`src/rtl/tod_pkg.sv`:
```
package tod_pkg;
  localparam int unsigned NS_W   = 32;
  localparam int unsigned FRAC_W = 32;
  localparam int unsigned SEC_W  = 32;
  localparam int unsigned INCR_W = NS_W + FRAC_W;
  localparam int unsigned CFG_W  = 32;
  localparam int unsigned ADDR_W = 3;
  localparam int unsigned BUS_W  = 64;
  localparam int unsigned STAMP_W = SEC_W + NS_W;

  localparam int unsigned CFG_RUN_BIT   = 0;
  localparam int unsigned CFG_CAP_BIT   = 8;
  localparam int unsigned CFG_FALL_BIT  = 9;
  localparam int unsigned CFG_OP_LSB    = 26;
  localparam int unsigned CFG_OP_W      = 3;

  typedef enum logic [CFG_OP_W-1:0] {
    OP_NONE = 3'd0,
    OP_SET  = 3'd1,
    OP_INC  = 3'd3,
    OP_DEC  = 3'd4
  } tod_op_e;

  typedef enum logic [ADDR_W-1:0] {
    ADDR_CFG      = 3'd0,
    ADDR_INCR     = 3'd1,
    ADDR_STG_NS   = 3'd2,
    ADDR_STG_FRAC = 3'd3,
    ADDR_STG_SEC  = 3'd4,
    ADDR_ROLL_LO  = 3'd5,
    ADDR_ROLL_HI  = 3'd6
  } tod_addr_e;

  typedef struct packed {
    logic [NS_W-1:0]   ns;
    logic [FRAC_W-1:0] frac;
    logic [SEC_W-1:0]  sec;
    logic [NS_W-1:0]   roll_lo;
    logic [NS_W-1:0]   roll_hi;
  } tod_stage_t;
endpackage

```
`src/rtl/tod_regs.sv`:
```
module tod_regs
  import tod_pkg::*;
#(
  parameter logic [NS_W-1:0]   NS_PER_SEC = 32'd1_000_000_000,
  parameter logic [INCR_W-1:0] INCR_RESET = 64'h0000_0005_0000_0000
) (
  input  logic                    clk,
  input  logic                    rst_n,
  input  logic                    wr_en,
  input  logic [ADDR_W-1:0]       wr_addr,
  input  logic [BUS_W-1:0]        wr_data,
  output logic [CFG_W-1:0]        cfg_q,
  output logic [INCR_W-1:0]       incr_q,
  output tod_stage_t              stage_q,
  output logic [CFG_OP_W-1:0]     op_code,
  output logic                    run_en,
  output logic                    cap_en,
  output logic                    cap_fall
);
  logic             cfg_we, incr_we, ns_we, frac_we, sec_we, lo_we, hi_we;
  logic [CFG_W-1:0] cfg_d;

  always_comb begin
    cfg_we  = wr_en && (wr_addr == ADDR_CFG);
    incr_we = wr_en && (wr_addr == ADDR_INCR);
    ns_we   = wr_en && (wr_addr == ADDR_STG_NS);
    frac_we = wr_en && (wr_addr == ADDR_STG_FRAC);
    sec_we  = wr_en && (wr_addr == ADDR_STG_SEC);
    lo_we   = wr_en && (wr_addr == ADDR_ROLL_LO);
    hi_we   = wr_en && (wr_addr == ADDR_ROLL_HI);
    cfg_d = cfg_q;
    cfg_d[CFG_OP_LSB +: CFG_OP_W] = '0;
    if (cfg_we) cfg_d = wr_data[CFG_W-1:0];
  end

  always_ff @(posedge clk or negedge rst_n) begin
    if (!rst_n) begin
      cfg_q           <= '0;
      incr_q          <= INCR_RESET;
      stage_q.ns      <= '0;
      stage_q.frac    <= '0;
      stage_q.sec     <= '0;
      stage_q.roll_lo <= '0;
      stage_q.roll_hi <= NS_PER_SEC;
    end else begin
      cfg_q <= cfg_d;
      if (incr_we) incr_q          <= wr_data[INCR_W-1:0];
      if (ns_we)   stage_q.ns      <= wr_data[NS_W-1:0];
      if (frac_we) stage_q.frac    <= wr_data[FRAC_W-1:0];
      if (sec_we)  stage_q.sec     <= wr_data[SEC_W-1:0];
      if (lo_we)   stage_q.roll_lo <= wr_data[NS_W-1:0];
      if (hi_we)   stage_q.roll_hi <= wr_data[NS_W-1:0];
    end
  end

  assign op_code  = cfg_q[CFG_OP_LSB +: CFG_OP_W];
  assign run_en   = cfg_q[CFG_RUN_BIT];
  assign cap_en   = cfg_q[CFG_CAP_BIT];
  assign cap_fall = cfg_q[CFG_FALL_BIT];

  // an operation code lives for one cycle only
  a_r5_op_self_clear: assert property (@(posedge clk) disable iff (!rst_n)
    (op_code != OP_NONE && !cfg_we) |=> (op_code == OP_NONE));

  // a new increment is held from the edge that wrote it
  a_r11_incr_written: assert property (@(posedge clk) disable iff (!rst_n)
    incr_we |=> (incr_q == $past(wr_data)));
endmodule

```
`src/rtl/tod_core.sv`:
```
module tod_core
  import tod_pkg::*;
#(
  parameter logic [NS_W-1:0] NS_PER_SEC = 32'd1_000_000_000
) (
  input  logic                clk,
  input  logic                rst_n,
  input  logic                run_en,
  input  logic [CFG_OP_W-1:0] op_code,
  input  logic [INCR_W-1:0]   incr,
  input  tod_stage_t          stage,
  output logic [NS_W-1:0]     ns_q,
  output logic [FRAC_W-1:0]   frac_q,
  output logic [SEC_W-1:0]    sec_q
);
  localparam int unsigned XW = NS_W + 3;
  localparam logic [SEC_W-1:0] SEC_ONE = 1;

  logic [NS_W-1:0]          roll_lo_q, roll_hi_q;
  logic [INCR_W:0]          acc_sum;
  logic signed [XW-1:0]     base_s, stg_s, lo_s, hi_s, span_s, adj_s;
  logic                     over, under, sat, tick;
  logic [NS_W-1:0]          ns_d, lo_d, hi_d;
  logic [FRAC_W-1:0]        frac_d;
  logic [SEC_W-1:0]         sec_d;

  always_comb begin
    acc_sum = {1'b0, ns_q, frac_q} + (run_en ? {1'b0, incr} : '0);
    base_s  = signed'({2'b00, acc_sum[INCR_W:FRAC_W]});
    stg_s   = signed'({3'b000, stage.ns});
    lo_s    = signed'({3'b000, roll_lo_q});
    hi_s    = signed'({3'b000, roll_hi_q});
    span_s  = hi_s - lo_s;
    case (op_code)
      OP_INC:  adj_s = base_s + stg_s;
      OP_DEC:  adj_s = base_s - stg_s;
      default: adj_s = base_s;
    endcase
    over  = (adj_s >= hi_s);
    under = (op_code == OP_DEC) && (adj_s < lo_s);
    sat   = 1'b0;
    ns_d   = NS_W'(adj_s);
    frac_d = acc_sum[FRAC_W-1:0];
    sec_d  = sec_q;
    lo_d   = roll_lo_q;
    hi_d   = roll_hi_q;
    if (over) begin
      ns_d  = NS_W'(adj_s - span_s);
      sec_d = sec_q + SEC_ONE;
    end else if (under) begin
      if (sec_q == '0) begin
        sat    = 1'b1;
        ns_d   = roll_lo_q;
        frac_d = '0;
      end else begin
        ns_d  = NS_W'(adj_s + span_s);
        sec_d = sec_q - SEC_ONE;
      end
    end
    if (op_code == OP_SET) begin
      ns_d   = stage.ns;
      frac_d = stage.frac;
      sec_d  = stage.sec;
      lo_d   = stage.roll_lo;
      hi_d   = stage.roll_hi;
    end
    tick = run_en || (op_code != OP_NONE);
  end

  always_ff @(posedge clk or negedge rst_n) begin
    if (!rst_n) begin
      ns_q      <= '0;
      frac_q    <= '0;
      sec_q     <= '0;
      roll_lo_q <= '0;
      roll_hi_q <= NS_PER_SEC;
    end else if (tick) begin
      ns_q      <= ns_d;
      frac_q    <= frac_d;
      sec_q     <= sec_d;
      roll_lo_q <= lo_d;
      roll_hi_q <= hi_d;
    end
  end

  // idle counter keeps its time
  a_r2_hold_when_idle: assert property (@(posedge clk) disable iff (!rst_n)
    (!run_en && op_code == OP_NONE) |=> ($stable(ns_q) && $stable(frac_q) && $stable(sec_q)));

  // plain counting moves seconds only by one, and only with a nanosecond wrap
  a_r4_second_step: assert property (@(posedge clk) disable iff (!rst_n)
    (run_en && op_code == OP_NONE) |=>
      ((sec_q == $past(sec_q)) || ((sec_q == $past(sec_q) + SEC_ONE) && (ns_q < $past(ns_q)))));

  // set lands the staged seconds and nanoseconds
  a_r6_set_loads: assert property (@(posedge clk) disable iff (!rst_n)
    (op_code == OP_SET) |=> ((ns_q == $past(stage.ns)) && (sec_q == $past(stage.sec))));

  // a borrow at zero seconds clamps to time zero
  a_r9_dec_saturates: assert property (@(posedge clk) disable iff (!rst_n)
    sat |=> ((sec_q == '0) && (frac_q == '0)));
endmodule

```
`src/rtl/tod_capture.sv`:
```
module tod_capture
  import tod_pkg::*;
#(
  parameter int unsigned SYNC_STAGES = 2
) (
  input  logic               clk,
  input  logic               rst_n,
  input  logic               ext_evt,
  input  logic               cap_en,
  input  logic               cap_fall,
  input  logic [SEC_W-1:0]   sec,
  input  logic [NS_W-1:0]    ns,
  output logic               strobe_q,
  output logic [STAMP_W-1:0] stamp_q
);
  logic [SYNC_STAGES-1:0] sync_q, sync_d;
  logic                   prev_q, level, hit;
  logic [STAMP_W-1:0]     stamp_d;

  generate
    if (SYNC_STAGES == 1) begin : g_one
      assign sync_d = ext_evt;
    end else begin : g_chain
      assign sync_d = {sync_q[SYNC_STAGES-2:0], ext_evt};
    end
  endgenerate

  always_comb begin
    level   = sync_q[SYNC_STAGES-1];
    hit     = cap_en && (cap_fall ? (prev_q && !level) : (!prev_q && level));
    stamp_d = hit ? {sec, ns} : stamp_q;
  end

  always_ff @(posedge clk or negedge rst_n) begin
    if (!rst_n) begin
      sync_q   <= '0;
      prev_q   <= 1'b0;
      strobe_q <= 1'b0;
      stamp_q  <= '0;
    end else begin
      sync_q   <= sync_d;
      prev_q   <= level;
      strobe_q <= hit;
      stamp_q  <= stamp_d;
    end
  end

  // no strobe unless capture was enabled on the previous cycle
  a_r13_strobe_needs_enable: assert property (@(posedge clk) disable iff (!rst_n)
    strobe_q |-> $past(cap_en));

  // the stamp only moves together with a strobe
  a_r12_stamp_moves_on_strobe: assert property (@(posedge clk) disable iff (!rst_n)
    !strobe_q |-> $stable(stamp_q));
endmodule

```
`src/rtl/tod_counter.sv`:
```
module tod_counter
  import tod_pkg::*;
#(
  parameter logic [NS_W-1:0]   NS_PER_SEC  = 32'd1_000_000_000,
  parameter logic [INCR_W-1:0] INCR_RESET  = 64'h0000_0005_0000_0000,
  parameter int unsigned       SYNC_STAGES = 2
) (
  input  logic          clk,
  input  logic          rst_n,
  input  logic          wr_en,
  input  logic [2:0]    wr_addr,
  input  logic [63:0]   wr_data,
  input  logic          ext_evt,
  output logic [31:0]   cfg_word,
  output logic [31:0]   tod_sec,
  output logic [31:0]   tod_ns,
  output logic [31:0]   tod_frac,
  output logic          cap_strobe,
  output logic [63:0]   cap_stamp
);
  logic [1:0]          rst_sync_q;
  logic                rst_int_n;
  logic [INCR_W-1:0]   incr;
  tod_stage_t          stage;
  logic [CFG_OP_W-1:0] op_code;
  logic                run_en, cap_en, cap_fall;

  always_ff @(posedge clk or negedge rst_n) begin
    if (!rst_n) rst_sync_q <= '0;
    else        rst_sync_q <= {rst_sync_q[0], 1'b1};
  end
  assign rst_int_n = rst_sync_q[1];

  tod_regs #(.NS_PER_SEC(NS_PER_SEC), .INCR_RESET(INCR_RESET)) u_regs (
    .clk(clk), .rst_n(rst_int_n), .wr_en(wr_en), .wr_addr(wr_addr), .wr_data(wr_data),
    .cfg_q(cfg_word), .incr_q(incr), .stage_q(stage), .op_code(op_code),
    .run_en(run_en), .cap_en(cap_en), .cap_fall(cap_fall)
  );

  tod_core #(.NS_PER_SEC(NS_PER_SEC)) u_core (
    .clk(clk), .rst_n(rst_int_n), .run_en(run_en), .op_code(op_code), .incr(incr),
    .stage(stage), .ns_q(tod_ns), .frac_q(tod_frac), .sec_q(tod_sec)
  );

  tod_capture #(.SYNC_STAGES(SYNC_STAGES)) u_cap (
    .clk(clk), .rst_n(rst_int_n), .ext_evt(ext_evt), .cap_en(cap_en), .cap_fall(cap_fall),
    .sec(tod_sec), .ns(tod_ns), .strobe_q(cap_strobe), .stamp_q(cap_stamp)
  );
endmodule

```
`config.mk`:
```
export PLATFORM = sky130hd
export DESIGN_NAME = tod_counter
export DESIGN_NICKNAME = d
export VERILOG_FILES = /design/src/rtl/tod_pkg.sv /design/src/rtl/tod_regs.sv /design/src/rtl/tod_core.sv /design/src/rtl/tod_capture.sv /design/src/rtl/tod_counter.sv
export SDC_FILE = /design/constraint.sdc
export NUM_CORES = 1
export LEC_CHECK = 0
export ABC_CLOCK_PERIOD_IN_PS = 16200
export BUFFER_PORTS_ARGS = -buffer_cell sky130_fd_sc_hd__buf_2
export CORE_UTILIZATION = 60
export DETAILED_ROUTE_END_ITERATION = 10
export PLACE_DENSITY_LB_ADDON = 0.25
export SLEW_MARGIN = 20
export SYNTH_ARGS = -nofsm -noshare
export SYNTH_HDL_FRONTEND = slang
export SYNTH_SLANG_ARGS = --single-unit
```
`constraint.sdc`:
```
create_clock -name clk -period 16.2 [get_ports clk]
set_input_delay 4.86 -clock clk [delete_from_list [all_inputs] [get_ports clk]]
set_output_delay 4.86 -clock clk [all_outputs]
set_load 0.03 [all_outputs]
```
==> impl_metrics.toml <==
[sta]
fin_skew_ns = 0.0303
maxSlewHeadroom_pct = 26.2
rsz0062_at_grt = "no"
timing.final.crit_share_pct = 81.9
fmax_mhz = 75.4
slew_viol_final = 0
finalSetupViolCount = 0
hold_viol = 0
fin_crit_ns = 13.26
worst_slew_pin_slew_ns = 1.11
fin_tns_setup_ns = 0

[synthesis]
synth_cell_types = 107
synthesis.area_um2 = 35100
ys_ff_latch = 486
ys_top_cells_by_area = "dfrtp_1, ha_1, mux2_2"
synth_area_per_cell_um2 = 8.92
ys_async_sr_fraction_pct = 100
synth_edf_count = 0
yosys.area.top_type = "dfrtp_1"
synth_ff_type = "dfrtp_1"
syn-num-nets = 4329
ys_seq_area_share_pct = 34.8
ys_warn_count = 0
synth_top_area_share_pct = 32.7
syn_inst = 3934

[cts]
clk_pin_slew_ns = 0.06
clkLatencyLatePin_ns = 0.63
cts_buffers = 52
post_cts_resized = 0
htreeDepth = 2
cts-root-buf = "clkbuf_16"
tritoncts = "built"
cts.sink_count = 486
cts_setup_buffers = 0
cts_hold_buf = 0
clockBufferDepth = 3

[die]
initial_utilization_pct = 60.8
coreArea_um2 = 57700
boundaryPins = 264
fp-row-count = 88
die_x_um = 244
dieHeight_um = 244
die-area_um2 = 59400

[detailed_routing]
drc = 0
vias_per_cell = 6.28
via_count = 30700
first_pass_iters = 6
wl_per_cell_um = 22.2
wl_mm = 109
drt_first_iter_violations = 2951
antenna_left = 0

[setup_path]
slowest_stage = "dfrtp_2"
cp_max_fo = 36
slowest_delay_ns = 0.67
path_common_cell = "a21oi_1"
critPathCaptureType = "flip-flop"
cp-start-kind = "flip-flop"
worstPathRequired_ns = 16.70
worstPathArrival_ns = 13.76
critical_path_class = "reg -> reg"

[hold_path]
min_path_type = "reg -> async"

[placement]
gp_congestion = 0.969
place_hpwl_mm = 79.2
io_buffers = 263

[final_layout]
regArea_um2 = 12200
multi_input_area_um2 = 21300
nFillCells = 4774
area_growth_pct = 10.1
layout-drive-gt1-share_pct = 17.0
nNetsFinal = 4479

[grt]
grt_pass1_vias = 28100
track_usage_pct = 35.8
grt_pass1_wl_mm = 165
grt_max_degree = 181
gr-total-overflow = 0
antenna_found_initial = 5

[flow_run]
drv_cap = 0

[outcome]
status = "finished, final reports clean"
==> path summary, 6_finish.rpt <==
path                                       to            start  cells past startpoint  slack, ns
setup / recovery             u_core.sec_q[30]  u_regs.cfg_q[0]                     49       2.94
hold / removal             u_regs.stage_q[62]    rst_sync_q[1]                      0       0.21
setup reg to reg             u_core.sec_q[30]  u_regs.cfg_q[0]                     49       2.94
hold reg to reg            u_regs.stage_q[62]    rst_sync_q[1]                      0       0.21
max in group asynchronous       rst_sync_q[1]            rst_n                      1      12.09
min in group clk                rst_sync_q[1]    rst_sync_q[0]                      0       0.35
==> worst max-delay path: cells and delay by family, from the launching register on <==
family	cells	cell delay [ns]
compound gates	27	7.03
mux	1	0.47
fa+ha+maj	5	1.75
buf+inv	2	0.32
xor+xnor	1	0.29
simple gates	13	2.50
flops	1	0.67
==> sequential cells by signal, indices dropped and copies added (netlist names) <==
register,flops
u_core.sec_q,32
u_cap.sync_q,2
u_cap.stamp_q,64
u_regs.cfg_q,32
u_cap.strobe_q,1
u_core.roll_hi_q,32
u_core.frac_q,32
u_cap.prev_q,1
u_regs.incr_q,64
u_core.ns_q,32
u_core.roll_lo_q,32
rst_sync_q,2
u_regs.stage_q,160
==> cell type report <==
| class | instances | share of cell area (%) |
|---|---|---|
| Multi-Input combinational cell | 3037 | 55.2 |
| Clock buffer | 74 | 3.87 |
| Antenna cell | 2 | 0.0130 |
| Clock inverter | 24 | 0.716 |
| Timing Repair Buffer | 296 | 4.08 |
| Inverter | 211 | 2.05 |
| Sequential cell | 486 | 31.6 |
| Tap cell | 765 | 2.48 |
==> per-stage QoR <==
| step | instance area, um2 | hold slack, ns | worst slack [ns] | util, % | std cells |
|---|---|---|---|---|---|
| 2_1_floorplan | 35100 | 0.331 | 1.70 | - | 3934 |
| 3_3_place_gp | 36800 | 0.218 | 3.51 | 63.9 | 4795 |
| 3_5_place_dp | 36800 | 0.220 | 3.31 | 63.9 | 4795 |
| 4_1_cts | 38600 | 0.219 | 3.23 | 66.9 | 4893 |
| 5_1_grt | 38600 | 0.244 | 2.12 | 66.9 | 4893 |
| 6_report | 38600 | 0.210 | 2.94 | 66.9 | 4895 |
==> metal layers <==
layer  GRT usage [%]  wire length (um)
met2            50.7             44800
met5               0                 0
met4            11.6              3570
met3            8.96             11700
met1            53.0             48500
==> cell usage in the layout, fill, tap and decap left out, types with 51 or more instances in the layout <==
cell type,instances
dfrtp_1,456
inv_1,207
clkbuf_16,52
xnor2_1,114
nand2_1,447
xor2_1,64
a21o_1,123
o21ai_0,236
a21oi_1,291
a221oi_1,52
ha_1,317
o21bai_1,60
nor3_1,51
and2_1,79
nor2_1,309
mux2_2,225
buf_2,263
==> logic make-up (layout without fill, tap and decap cells) <==
family / count (synthesis) / count (layout) / share of synthesized area (%)
AND/OR/NAND/NOR: 1169 / 1169 / 15.4
AO/OA/AOI/OAI: 1120 / 1120 / 21.1
flip-flops: 486 / 486 / 34.8
buffers and inverters: 411 / 605 / 4.61
adder cells (fa/ha/maj): 324 / 324 / 11.7
multiplexers: 244 / 244 / 7.82
XOR/XNOR: 179 / 179 / 4.51
other: 1 / 3 / 0.0107
==> cells in the mapped netlist (all sizes together), types with 14 or more instances <==
| library cell | n |
|---|---|
| dfrtp | 458 |
| nand2 | 450 |
| ha | 317 |
| nor2 | 315 |
| a21oi | 293 |
| o21ai | 242 |
| mux2 | 228 |
| inv | 209 |
| clkbuf | 163 |
| a21o | 123 |
| xnor2 | 114 |
| and2 | 80 |
| xor2 | 64 |
| o21bai | 61 |
| nor3 | 56 |
| a221oi | 52 |
| nand3 | 49 |
| nand2b | 40 |
| a31oi | 38 |
| buf | 37 |
| o21a | 37 |
| nand4 | 35 |
| nor2b | 31 |
| o211ai | 30 |
| a211oi | 28 |
| dfstp | 28 |
| and3 | 27 |
| o31ai | 24 |
| o22ai | 23 |
| a221o | 19 |
| nor4 | 18 |
| a22oi | 16 |
| mux2i | 16 |
| or3 | 14 |
Power is left out: the tool's default activity adds up to more than one toggle a clock period on the data nets, which glitch-free logic cannot reach.
